[src/rtl/sbox_pkg.sv]
package sbox_pkg;
  localparam int TRACKS  = 4;
  localparam int SIDES   = 4;
  localparam int SEL_W   = 2;
  localparam int NUM_OUT = SIDES * TRACKS;
  localparam int CFG_W   = NUM_OUT * SEL_W;
  localparam int SRC_LCLB = NUM_OUT;
  localparam int SRC_RCLB = NUM_OUT + 1;
  localparam int SRC_ZERO = NUM_OUT + 2;
  localparam int POOL_W   = NUM_OUT + 3;

  typedef enum int {SIDE_L = 0, SIDE_R = 1, SIDE_T = 2, SIDE_B = 3} side_e;

  // Pool index of the source for (side, track, select). Track indices in
  // the pool: left 0..3, right 4..7, top 8..11, bottom 12..15.
  function automatic int route_src(int side, int trk, int sel);
    int t0, t1, t2;
    t0 = SRC_ZERO; t1 = SRC_ZERO; t2 = SRC_ZERO;
    case (side * TRACKS + trk)
      0:  begin t0 = 14; t1 = 9;  t2 = 4; end
      1:  begin t0 = 13; t1 = 10; t2 = 5; end
      2:  begin t0 = 12; t1 = 11; t2 = 6; end
      3:  begin t0 = 15; t1 = 8;  t2 = 7; end
      4:  begin t0 = 15; t1 = 10; t2 = 0; end
      5:  begin t0 = 12; t1 = 9;  t2 = 1; end
      6:  begin t0 = 13; t1 = 8;  t2 = 2; end
      7:  begin t0 = 14; t1 = 11; t2 = 3; end
      8:  begin t0 = 12; t1 = 6;  t2 = 3; end
      9:  begin t0 = 13; t1 = 5;  t2 = 0; end
      10: begin t0 = 14; t1 = 4;  t2 = 1; end
      11: begin t0 = 15; t1 = 7;  t2 = 2; end
      12: begin t0 = 8;  t1 = 5;  t2 = 2; end
      13: begin t0 = 9;  t1 = 6;  t2 = 1; end
      14: begin t0 = 10; t1 = 7;  t2 = 0; end
      15: begin t0 = 11; t1 = 4;  t2 = 3; end
      default: ;
    endcase
    case (sel)
      0: return t0;
      1: return t1;
      2: return t2;
      default: begin
        if (side == SIDE_L && trk == TRACKS - 1) return SRC_LCLB;
        if (side == SIDE_R && trk == TRACKS - 1) return SRC_RCLB;
        return SRC_ZERO;
      end
    endcase
  endfunction
endpackage

[src/rtl/sbox_cfg_chain.sv]
module sbox_cfg_chain #(
  parameter int W = 32
) (
  input  logic         clk,
  input  logic         rst_n,
  input  logic         en,
  input  logic         din,
  output logic [W-1:0] q,
  output logic         dout
);
  // New bits enter at the top and walk toward bit 0, which leaves the chain.
  always_ff @(posedge clk or negedge rst_n) begin
    if (!rst_n)  q <= '0;
    else if (en) q <= {din, q[W-1:1]};
  end

  assign dout = q[0];
endmodule

[src/rtl/sbox_mux.sv]
module sbox_mux #(
  parameter int SEL_W = 2,
  localparam int N = 1 << SEL_W
) (
  input  logic [N-1:0]     cand,
  input  logic [SEL_W-1:0] sel,
  output logic             y
);
  assign y = cand[sel];
endmodule

[src/rtl/sbox_switch.sv]
module sbox_switch
  import sbox_pkg::*;
(
  input  logic              scan_clk,
  input  logic              rst_n,
  input  logic              scan_en,
  input  logic              scan_in,
  output logic              scan_out,
  input  logic [TRACKS-1:0] left_in,
  input  logic [TRACKS-1:0] right_in,
  input  logic [TRACKS-1:0] top_in,
  input  logic [TRACKS-1:0] bottom_in,
  input  logic              left_clb_in,
  input  logic              right_clb_in,
  output logic [TRACKS-1:0] left_out,
  output logic [TRACKS-1:0] right_out,
  output logic [TRACKS-1:0] top_out,
  output logic [TRACKS-1:0] bottom_out
);
  localparam int NCAND = 1 << SEL_W;

  logic [CFG_W-1:0]   cfg_q;
  logic [POOL_W-1:0]  pool;
  logic [NUM_OUT-1:0] out_flat;

  sbox_cfg_chain #(.W(CFG_W)) u_chain (
    .clk  (scan_clk),
    .rst_n(rst_n),
    .en   (scan_en),
    .din  (scan_in),
    .q    (cfg_q),
    .dout (scan_out)
  );

  assign pool = {1'b0, right_clb_in, left_clb_in, bottom_in, top_in, right_in, left_in};

  for (genvar s = 0; s < SIDES; s++) begin : g_side
    for (genvar b = 0; b < TRACKS; b++) begin : g_trk
      localparam int K = s * TRACKS + b;
      logic [NCAND-1:0] cand;
      for (genvar c = 0; c < NCAND; c++) begin : g_cand
        assign cand[c] = pool[route_src(s, b, c)];
      end
      sbox_mux #(.SEL_W(SEL_W)) u_mux (
        .cand(cand),
        .sel (cfg_q[SEL_W*(NUM_OUT-1-K) +: SEL_W]),
        .y   (out_flat[K])
      );
    end
  end

  assign left_out   = out_flat[0*TRACKS +: TRACKS];
  assign right_out  = out_flat[1*TRACKS +: TRACKS];
  assign top_out    = out_flat[2*TRACKS +: TRACKS];
  assign bottom_out = out_flat[3*TRACKS +: TRACKS];
endmodule

[config.mk]
export PLATFORM = sky130hd
export DESIGN_NAME = sbox_switch
export DESIGN_NICKNAME = d
export VERILOG_FILES = /design/src/rtl/sbox_pkg.sv /design/src/rtl/sbox_cfg_chain.sv /design/src/rtl/sbox_mux.sv /design/src/rtl/sbox_switch.sv
export SDC_FILE = /design/constraint.sdc
export NUM_CORES = 1
export LEC_CHECK = 0
export BUFFER_PORTS_ARGS = -buffer_cell sky130_fd_sc_hd__buf_4
export CORE_MARGIN = 5
export CORE_UTILIZATION = 54
export DETAILED_ROUTE_END_ITERATION = 10
export PLACE_DENSITY = 0.79
export SYNTH_ARGS = -nofsm -noshare
export SYNTH_HDL_FRONTEND = slang
export SYNTH_SLANG_ARGS = --single-unit
export TNS_END_PERCENT = 100
[constraint.sdc]
create_clock -name scan_clk -period 1.6 [get_ports scan_clk]
set_clock_uncertainty 0.15 [all_clocks]
set_input_delay 0.32 -clock scan_clk [delete_from_list [all_inputs] [get_ports scan_clk]]
set_output_delay 0.32 -clock scan_clk [all_outputs]
set_load 0.01 [all_outputs]
==> results of run 1 <==
report_power, final:
part | total [mW] | internal, mW | switching [mW]
Sequential | 1.45 | 1.12 | 0.326
Combinational | 1.65 | 1.11 | 0.540
Clock | 0.692 | 0.415 | 0.277
Total | 3.79 | 2.65 | 1.14
worst max-delay path by stage:
| stage | startpoint | endpoint | slack, ns | cells after the start |
|---|---|---|---|---|
| final | u_chain.q[16] | right_out[3] | -0.26 | 2 |
| after detailed placement | u_chain.q[24] | left_out[3] | 0.01 | 2 |
| after CTS | u_chain.q[16] | right_out[3] | -0.28 | 2 |
| after floorplan | u_chain.q[24] | left_out[3] | 0.1 | 2 |
| after global placement | top_in[0] | left_out[3] | 0.05 | 3 |
| after global routing | u_chain.q[16] | right_out[3] | -0.32 | 2 |
worst max-delay path: stages (launching register included):
cell	delay, ns
dfrtp_1	0.39
mux4_2	0.53
buf_6	0.14
cell usage after synthesis (all sizes together):
master and n:
dfrtp 32, mux2 32, buf 20, mux2i 14, nand2 14, o22ai 14
mux4 2
layout make-up:
type,count,area (um2)
Clock buffer,7,65.1
Clock inverter,1,30.0
Fill cell,246,1070
Multi-Input combinational cell,76,798
Sequential cell,32,801
Tap cell,46,57.6
Timing Repair Buffer,58,458
timing repair:
action / CTS / global route
setup endpoints to repair: 16 / 16
gates resized for setup: 4 / 0
buffers inserted: 16 / 1
hold buffers: 1 / 0
pin swaps: 0 / 0
hold endpoints to repair: 32 / 0
routing by layer:
metal / vias up / track usage, % / wire length [um]
met5: - / 0 / 0
met1: 565 / 22.9 / 1590
met4: 0 / 9.11 / 70
li1: 537 / - / -
met2: 36 / 31.7 / 1820
met3: 8 / 4.16 / 233
kinds of logic (layout without fill, tap and decap cells):
family / after synthesis / count (layout)
compound gates: 14 / 14
buf+inv: 20 / 66
flops: 32 / 32
mux: 48 / 48
simple gates: 14 / 14
through the flow:
step	utilization, %	setup TNS [ns]	setup slack (ns)
floorplan	-	0	0.0950
global placement	60.2	0	0.0457
detailed placement	60.2	0	0.0126
CTS	67.0	-1.52	-0.282
global route	67.3	-2.44	-0.322
finish	67.3	-1.31	-0.258
==> results_dict.tcl, run 1 <==
set metrics [dict create \
    peakVddDrop_mv 0.841 \
    hold_viol_final 0 \
    place_area_um2 1980 \
    synth_top_area_cell "dfrtp_1" \
    start_kind "flip-flop" \
    r2r_end "u_chain.q[26]" \
    power.total_mw 3.79 \
    synth_top_area_share_pct 44.5 \
    hold_depth 2 \
    cts.sinks 32 \
    setup_viol 16 \
    fp-row-count 21 \
    dr.pass1.iters 4 \
    gr-total-overflow 0 \
    arrival_ns 1.39 \
    core_area_um2 3280 \
    slew_viol_final 0 \
    largest_reg_flops 32 \
    synth_top_family_by_area "multiplexers" \
    synth-simple-area-share_pct 2.92 \
    fin_nets 195 \
    drv_cap 0 \
    powerDensity_nw_per_um2 1710 \
    final_cell_mix "buf_4 (54), dfrtp_1 (32), mux2_4 (30)" \
    syn_area_um2 1800 \
    drive_gt1_share_pct 56.9 \
    crit_required_ns 1.13 \
    dp_hpwl_um 2620 \
    dp.cells 194 \
    initial_core_util_pct 54.7 \
    fin_ws_ns -0.258 \
    post-route-min-period_ns 1.86 \
    dieArea_um2 4580 \
    reg_top3 "u_chain.q x32" \
    slew-limit-headroom_pct 73.3 \
    grt_use_total_pct 18.9 \
    worstMarginPinSlew_ns 0.401 \
    whs_ns 0.0771 \
    ys_seq_elements 32 \
    hp-start "scan_in" \
    outcome "finished, violations left" \
    wl_um 3720 \
    violations "setup timing" \
    clk_path_buf_depth 2 \
    drtAntennaViolNets 0 \
    stdcell_count 220 \
    finalInstanceArea_um2 2210 \
    numCtsBuffers 5 \
    synth_cells 128 \
    period_share_pct 116 \
    worstSetupPathType "reg2out" \
    regMostFlops "u_chain.q" \
    critPathCaptureType "primary output" \
    die_x_um 67.7 \
    synth_area_leaders "dfrtp_1 (45%), mux2_4 (25%), mux2i_1 (7.8%)" \
    wl_per_cell_um 16.9 \
    ff2ff_path_depth 2 \
    whs_endpoint "u_chain.q[31]" \
    worstHoldPathType "in2reg" \
    antenna_found_initial 0 \
    gp_congestion 0.764 \
    rsz0062_at_grt "yes" \
    synthAdderAreaFrac_pct 0 \
    leakage_nw 1.11 \
    cts_tree "built" \
    fmax_mhz 538 \
    grt_pass1_vias 1271 \
    die_h_um 67.7 \
    yosysSeqAreaShare_pct 44.5 \
    drt_iter0_drc 38 \
    drcViolationCount 0 \
    num_antenna_cells 0 \
    portBuffers 38 \
    synth_compound_area_share_pct 4.87 \
    yosysWarningCount 0 \
    clock_latency_ns 0.33 \
    area_growth_pct 22.9 \
    final_common_cell "buf_4" \
    r2r_start "u_chain.q[26]" \
    cp_max_fo 2 \
    h-tree-depth 2 \
    cts-root-buf "clkbuf_4" \
    vias 1146 \
    grt_max_degree 33 \
    viasPerCell 5.21 \
    ios 39 \
    synth_nets 150 \
    synth_xor_area_share_pct 0 \
    r2r_setup_slack_ns 0.50 \
    synthMuxAreaShare_pct 37.0 \
    clk_pin_slew_worst_paths_ns 0.09 \
    syn_avg_cell_area_um2 14.0 \
    synth_cell_types 10 \
    grt_pass1_wl_um 6260 \
]
(Power assumes the default switching activity.)
==> run 2: changes to the inputs <==
- CORE_UTILIZATION: 54 -> 55
- PLACE_DENSITY: 0.79 -> 0.81
- clock period: 1.6 -> 2.2 ns (I/O delays scaled with it)
==> run 2 against run 1 <==
Compared with the run above: the run now ends clean; worst hold slack better by 0.10 ns; global-route usage down 1.4 points; critical path type unchanged; die area down 1.5%; critical endpoint unchanged; routed wire length down 6.9%; critical path depth unchanged.
==> results_dict.tcl, run 2 (synthesized netlist as in run 1, its figures left out) <==
set metrics [dict create \
    outcome "completed" \
    dr.pass1.iters 4 \
    leakage_nw 0.998 \
    clock_latency_ns 0.33 \
    post-route-min-period_ns 2.04 \
    regMostFlops "u_chain.q" \
    drt_iter0_drc 43 \
    wl_per_cell_um 17.4 \
    drive_gt1_share_pct 50.3 \
    grt_use_total_pct 17.5 \
    critPathTopFamily "multiplexers" \
    clk_pin_slew_worst_paths_ns 0.11 \
    cts_tree "built" \
    final_common_cell "buf_4" \
    critPathCaptureType "primary output" \
    setup_viol 0 \
    vias 1077 \
    cp_slowest_cell "mux4_1" \
    worstSetupPathType "reg2out" \
    worstHoldPathType "in2reg" \
    numCtsBuffers 5 \
    cts-root-buf "clkbuf_4" \
    h-tree-depth 2 \
    clk_path_buf_depth 2 \
    cts.sinks 32 \
    die_h_um 67.2 \
    rsz0062_at_grt "no" \
    core_area_um2 3100 \
    r2r_setup_slack_ns 1.19 \
    arrival_ns 1.45 \
    drcViolationCount 0 \
    num_antenna_cells 0 \
    wl_um 3460 \
    fin_util_pct 64.9 \
    start_kind "flip-flop" \
    final_cell_mix "buf_4 (38), dfrtp_1 (32), mux2_4 (30)" \
    ios 39 \
    fmax_mhz 491 \
    worst_path_largest_cell_delay_ns 0.57 \
    grt_max_degree 33 \
    largest_reg_flops 32 \
    viasPerCell 5.41 \
    period_share_pct 92.7 \
    die_x_um 67.2 \
    drv_cap 0 \
    initial_core_util_pct 57.9 \
    path_buf_inv 1 \
    crit_required_ns 1.61 \
    hold_viol_final 0 \
    peakVddDrop_mv 0.583 \
    gp_congestion 0.760 \
    grt_pass1_vias 1134 \
    portBuffers 38 \
    fin_nets 176 \
    slew-limit-headroom_pct 63.2 \
    crit_path_cell_trace "mux4_1 > buf_4" \
    powerDensity_nw_per_um2 1180 \
    dp_hpwl_um 2530 \
    area_growth_pct 12.0 \
    totalNegativeSetupSlack_ns 0 \
    gr-total-overflow 0 \
    grt_pass1_wl_um 5840 \
    cp_max_fo 3 \
    antenna_found_initial 0 \
    drtAntennaViolNets 0 \
    dieArea_um2 4510 \
    worstMarginPinSlew_ns 0.553 \
    fp-row-count 20 \
    slew_viol_final 0 \
    reg_top3 "u_chain.q x32" \
]
-- run 2: cell count changes in the layout (fill, tap and decap cells not counted), sizes merged --
cell and change:
buf -19, clkinv +3, clkbuf -2, bufinv -1
-- run 2: final timing paths --
path                               start             to  cells past startpoint
setup / recovery           u_chain.q[16]   right_out[3]                      2
hold / removal                   scan_in  u_chain.q[31]                      2
setup reg to reg            u_chain.q[1]   u_chain.q[0]                      1
hold reg to reg            u_chain.q[24]  u_chain.q[23]                      1
max in group asynchronous          rst_n   u_chain.q[7]                      2
min in group asynchronous          rst_n   u_chain.q[1]                      2
-- run 2: timing repair --
item                      CTS  global route
resized for setup           0             0
hold endpoints to repair   32             0
hold buffers                1             0
buffers inserted            0             0
-- run 2: final cells by class --
cell class              instances  area (um2)
fillers                       267        1090
multi-input cells              76         806
flip-flops and latches         32         801
repair buffers                 39         295
well taps                      44        55.1
clock buffers                   5        37.5
clock inverters                 3        18.8
-- run 2: power by group --
group,total (mW),leakage (nW),switching [mW],internal (mW)
logic,0.940,0.566,0.302,0.638
clock network,0.331,0.0349,0.208,0.123
registers,1.10,0.398,0.283,0.816
-- run 2: metal layers --
layer  up-vias  part of all wire [%]  track usage, %
met5         -                     0               0
met4         0                   1.3            4.81
met3         6                   4.9            5.32
met2        32                    48            27.1
met1       532                    46            23.9
li1        507                     -               -
-- run 2: metrics by stage --
| step | cell area, um2 | total power [mW] | setup WS [ns] | hold slack (ns) | instances |
|---|---|---|---|---|---|
| final | 2010 | 2.37 | 0.161 | 0.181 | 199 |
| after global routing | 2010 | 2.53 | 0.0842 | 0.157 | 199 |
| after CTS | 2010 | 2.39 | 0.147 | 0.170 | 199 |
| after detailed placement | 1950 | 2.05 | 0.395 | 0.248 | 190 |
| after global placement | 1950 | 2.01 | 0.391 | 0.242 | 190 |
| after floorplan | 1800 | 1.85 | 0.549 | -0.00559 | 128 |
==> run 3: changes to the inputs <==
- CORE_UTILIZATION: 55 -> 54
- PLACE_DENSITY: 0.81 -> 0.79
- clock period: 2.2 -> 2.1 ns (I/O delays scaled with it)
==> run 3 against run 2 <==
Compared with the run above: sequential power increased by 4%; critical path depth unchanged; total power increased by 4.9%; combinational power increased by 3.3%; die area increased by 1.6%; global-route usage decreased by 1.3 points; register-to-register slack got worse by 0.08 ns; sequential share of layout area decreased by 0.099 points; design area increased by 0.25%.
==> results_dict.tcl, run 3 (synthesized netlist as in run 1, its figures left out) <==
set metrics [dict create \
    outcome "completed" \
    arrival_ns 1.45 \
    rsz0062_at_grt "no" \
    hold_viol_final 0 \
    drive_gt1_share_pct 49.0 \
    largest_reg_flops 32 \
    ios 39 \
    drcViolationCount 0 \
    peakVddDrop_mv 0.505 \
    grt_max_degree 33 \
    gp_congestion 0.713 \
    totalNegativeSetupSlack_ns 0 \
    area_growth_pct 12.2 \
    stdcell_count 201 \
    clock_latency_ns 0.34 \
    crit_required_ns 1.53 \
    r2r_start "u_chain.q[18]" \
    reg_top3 "u_chain.q x32" \
    fin_nets 176 \
    final_cell_mix "buf_4 (38), dfrtp_1 (32), mux2_4 (30)" \
    dr.pass1.iters 4 \
    worstMarginPinSlew_ns 0.564 \
    grt_pass1_vias 1077 \
    ff2ff_path_depth 1 \
    dieArea_um2 4580 \
    drt_iter0_drc 37 \
    numCtsBuffers 5 \
    final_common_cell "buf_4" \
    place_area_um2 1950 \
    fin_util_pct 61.4 \
    h-tree-depth 2 \
    whs_ns 0.162 \
    initial_core_util_pct 54.7 \
    fp-row-count 21 \
    slew_viol_final 0 \
    viasPerCell 5.24 \
    dp_hpwl_um 2410 \
    cts_setup_buffers 0 \
    whs_endpoint "u_chain.q[31]" \
    dp.cells 192 \
    antenna_found_initial 0 \
    r2r_end "u_chain.q[18]" \
    leakage_nw 0.996 \
    vias 1054 \
    grt_pass1_wl_um 5350 \
    portBuffers 38 \
    die_h_um 67.7 \
    fillers 274 \
    setup_viol 0 \
    cts_tree "built" \
    cts-root-buf "clkbuf_4" \
    hp-start "scan_in" \
    wl_per_cell_um 16.4 \
    fmax_mhz 494 \
    r2r_setup_slack_ns 1.11 \
    drtAntennaViolNets 0 \
    finalInstanceArea_um2 2020 \
    powerDensity_nw_per_um2 1230 \
    regMostFlops "u_chain.q" \
    clk_pin_slew_worst_paths_ns 0.10 \
    cp_max_fo 3 \
    gr-total-overflow 0 \
    post-route-min-period_ns 2.02 \
    die_x_um 67.7 \
    worstHoldPathType "in2reg" \
    num_antenna_cells 0 \
    core_area_um2 3280 \
    slew-limit-headroom_pct 62.4 \
    wl_um 3300 \
    critPathCaptureType "primary output" \
    hold_depth 2 \
    clk_path_buf_depth 2 \
    cts.sinks 32 \
    worstSetupPathType "reg2out" \
    grt_use_total_pct 16.2 \
    period_share_pct 96.4 \
    start_kind "flip-flop" \
    drv_cap 0 \
]
[run 3: changes by cell type in the layout (fill, tap and decap cells not counted), sizes merged]
cell,before,now
clkbuf,5,8
clkinv,3,0
[run 3: per-layer routing]
metal  vias up  GRT usage [%]  wire length (um)
met2        35           23.0              1450
met5         -              0                 0
met1       514           23.3              1570
met4         0           6.84                26
li1        501              -                 -
met3         4           4.16               261
[run 3: what timing repair did]
item,in CTS,in global routing
gates resized for setup,0,0
endpoints found under the hold margin,32,0
hold buffers,1,0
[run 3: stage by stage]
step | total power, mW | setup slack [ns]
final | 2.49 | 0.0756
after global routing | 2.64 | 0.0342
after CTS | 2.51 | 0.0622
after detailed placement | 2.14 | 0.335
after global placement | 2.11 | 0.345
after floorplan | 1.94 | 0.489
[run 3: worst max path at each step]
stage	from	to
2_1_floorplan	top_in[3]	right_out[3]
3_3_place_gp	top_in[3]	right_out[3]
3_5_place_dp	top_in[0]	left_out[3]
4_1_cts	u_chain.q[24]	left_out[3]
5_1_grt	u_chain.q[24]	left_out[3]
6_report	u_chain.q[24]	left_out[3]
[run 3: area by class of cell]
type / count / area, um2 / share of cell area [%]
Clock buffer: 8 / 58.8 / 2.91
Multi-Input combinational cell: 76 / 806 / 39.9
Timing Repair Buffer: 39 / 295 / 14.6
Tap cell: 46 / 57.6 / 2.85
Sequential cell: 32 / 801 / 39.7
[run 3: critical path, stage by stage (launching register included)]
cell and delay (ns):
dfrtp_1 0.40, mux4_1 0.56, buf_4 0.16
[run 3: report_power, final]
group | switching [mW] | total, mW | internal (mW)
Combinational | 0.303 | 0.971 | 0.668
Sequential | 0.289 | 1.14 | 0.856
Clock | 0.206 | 0.371 | 0.165
Total | 0.798 | 2.49 | 1.69
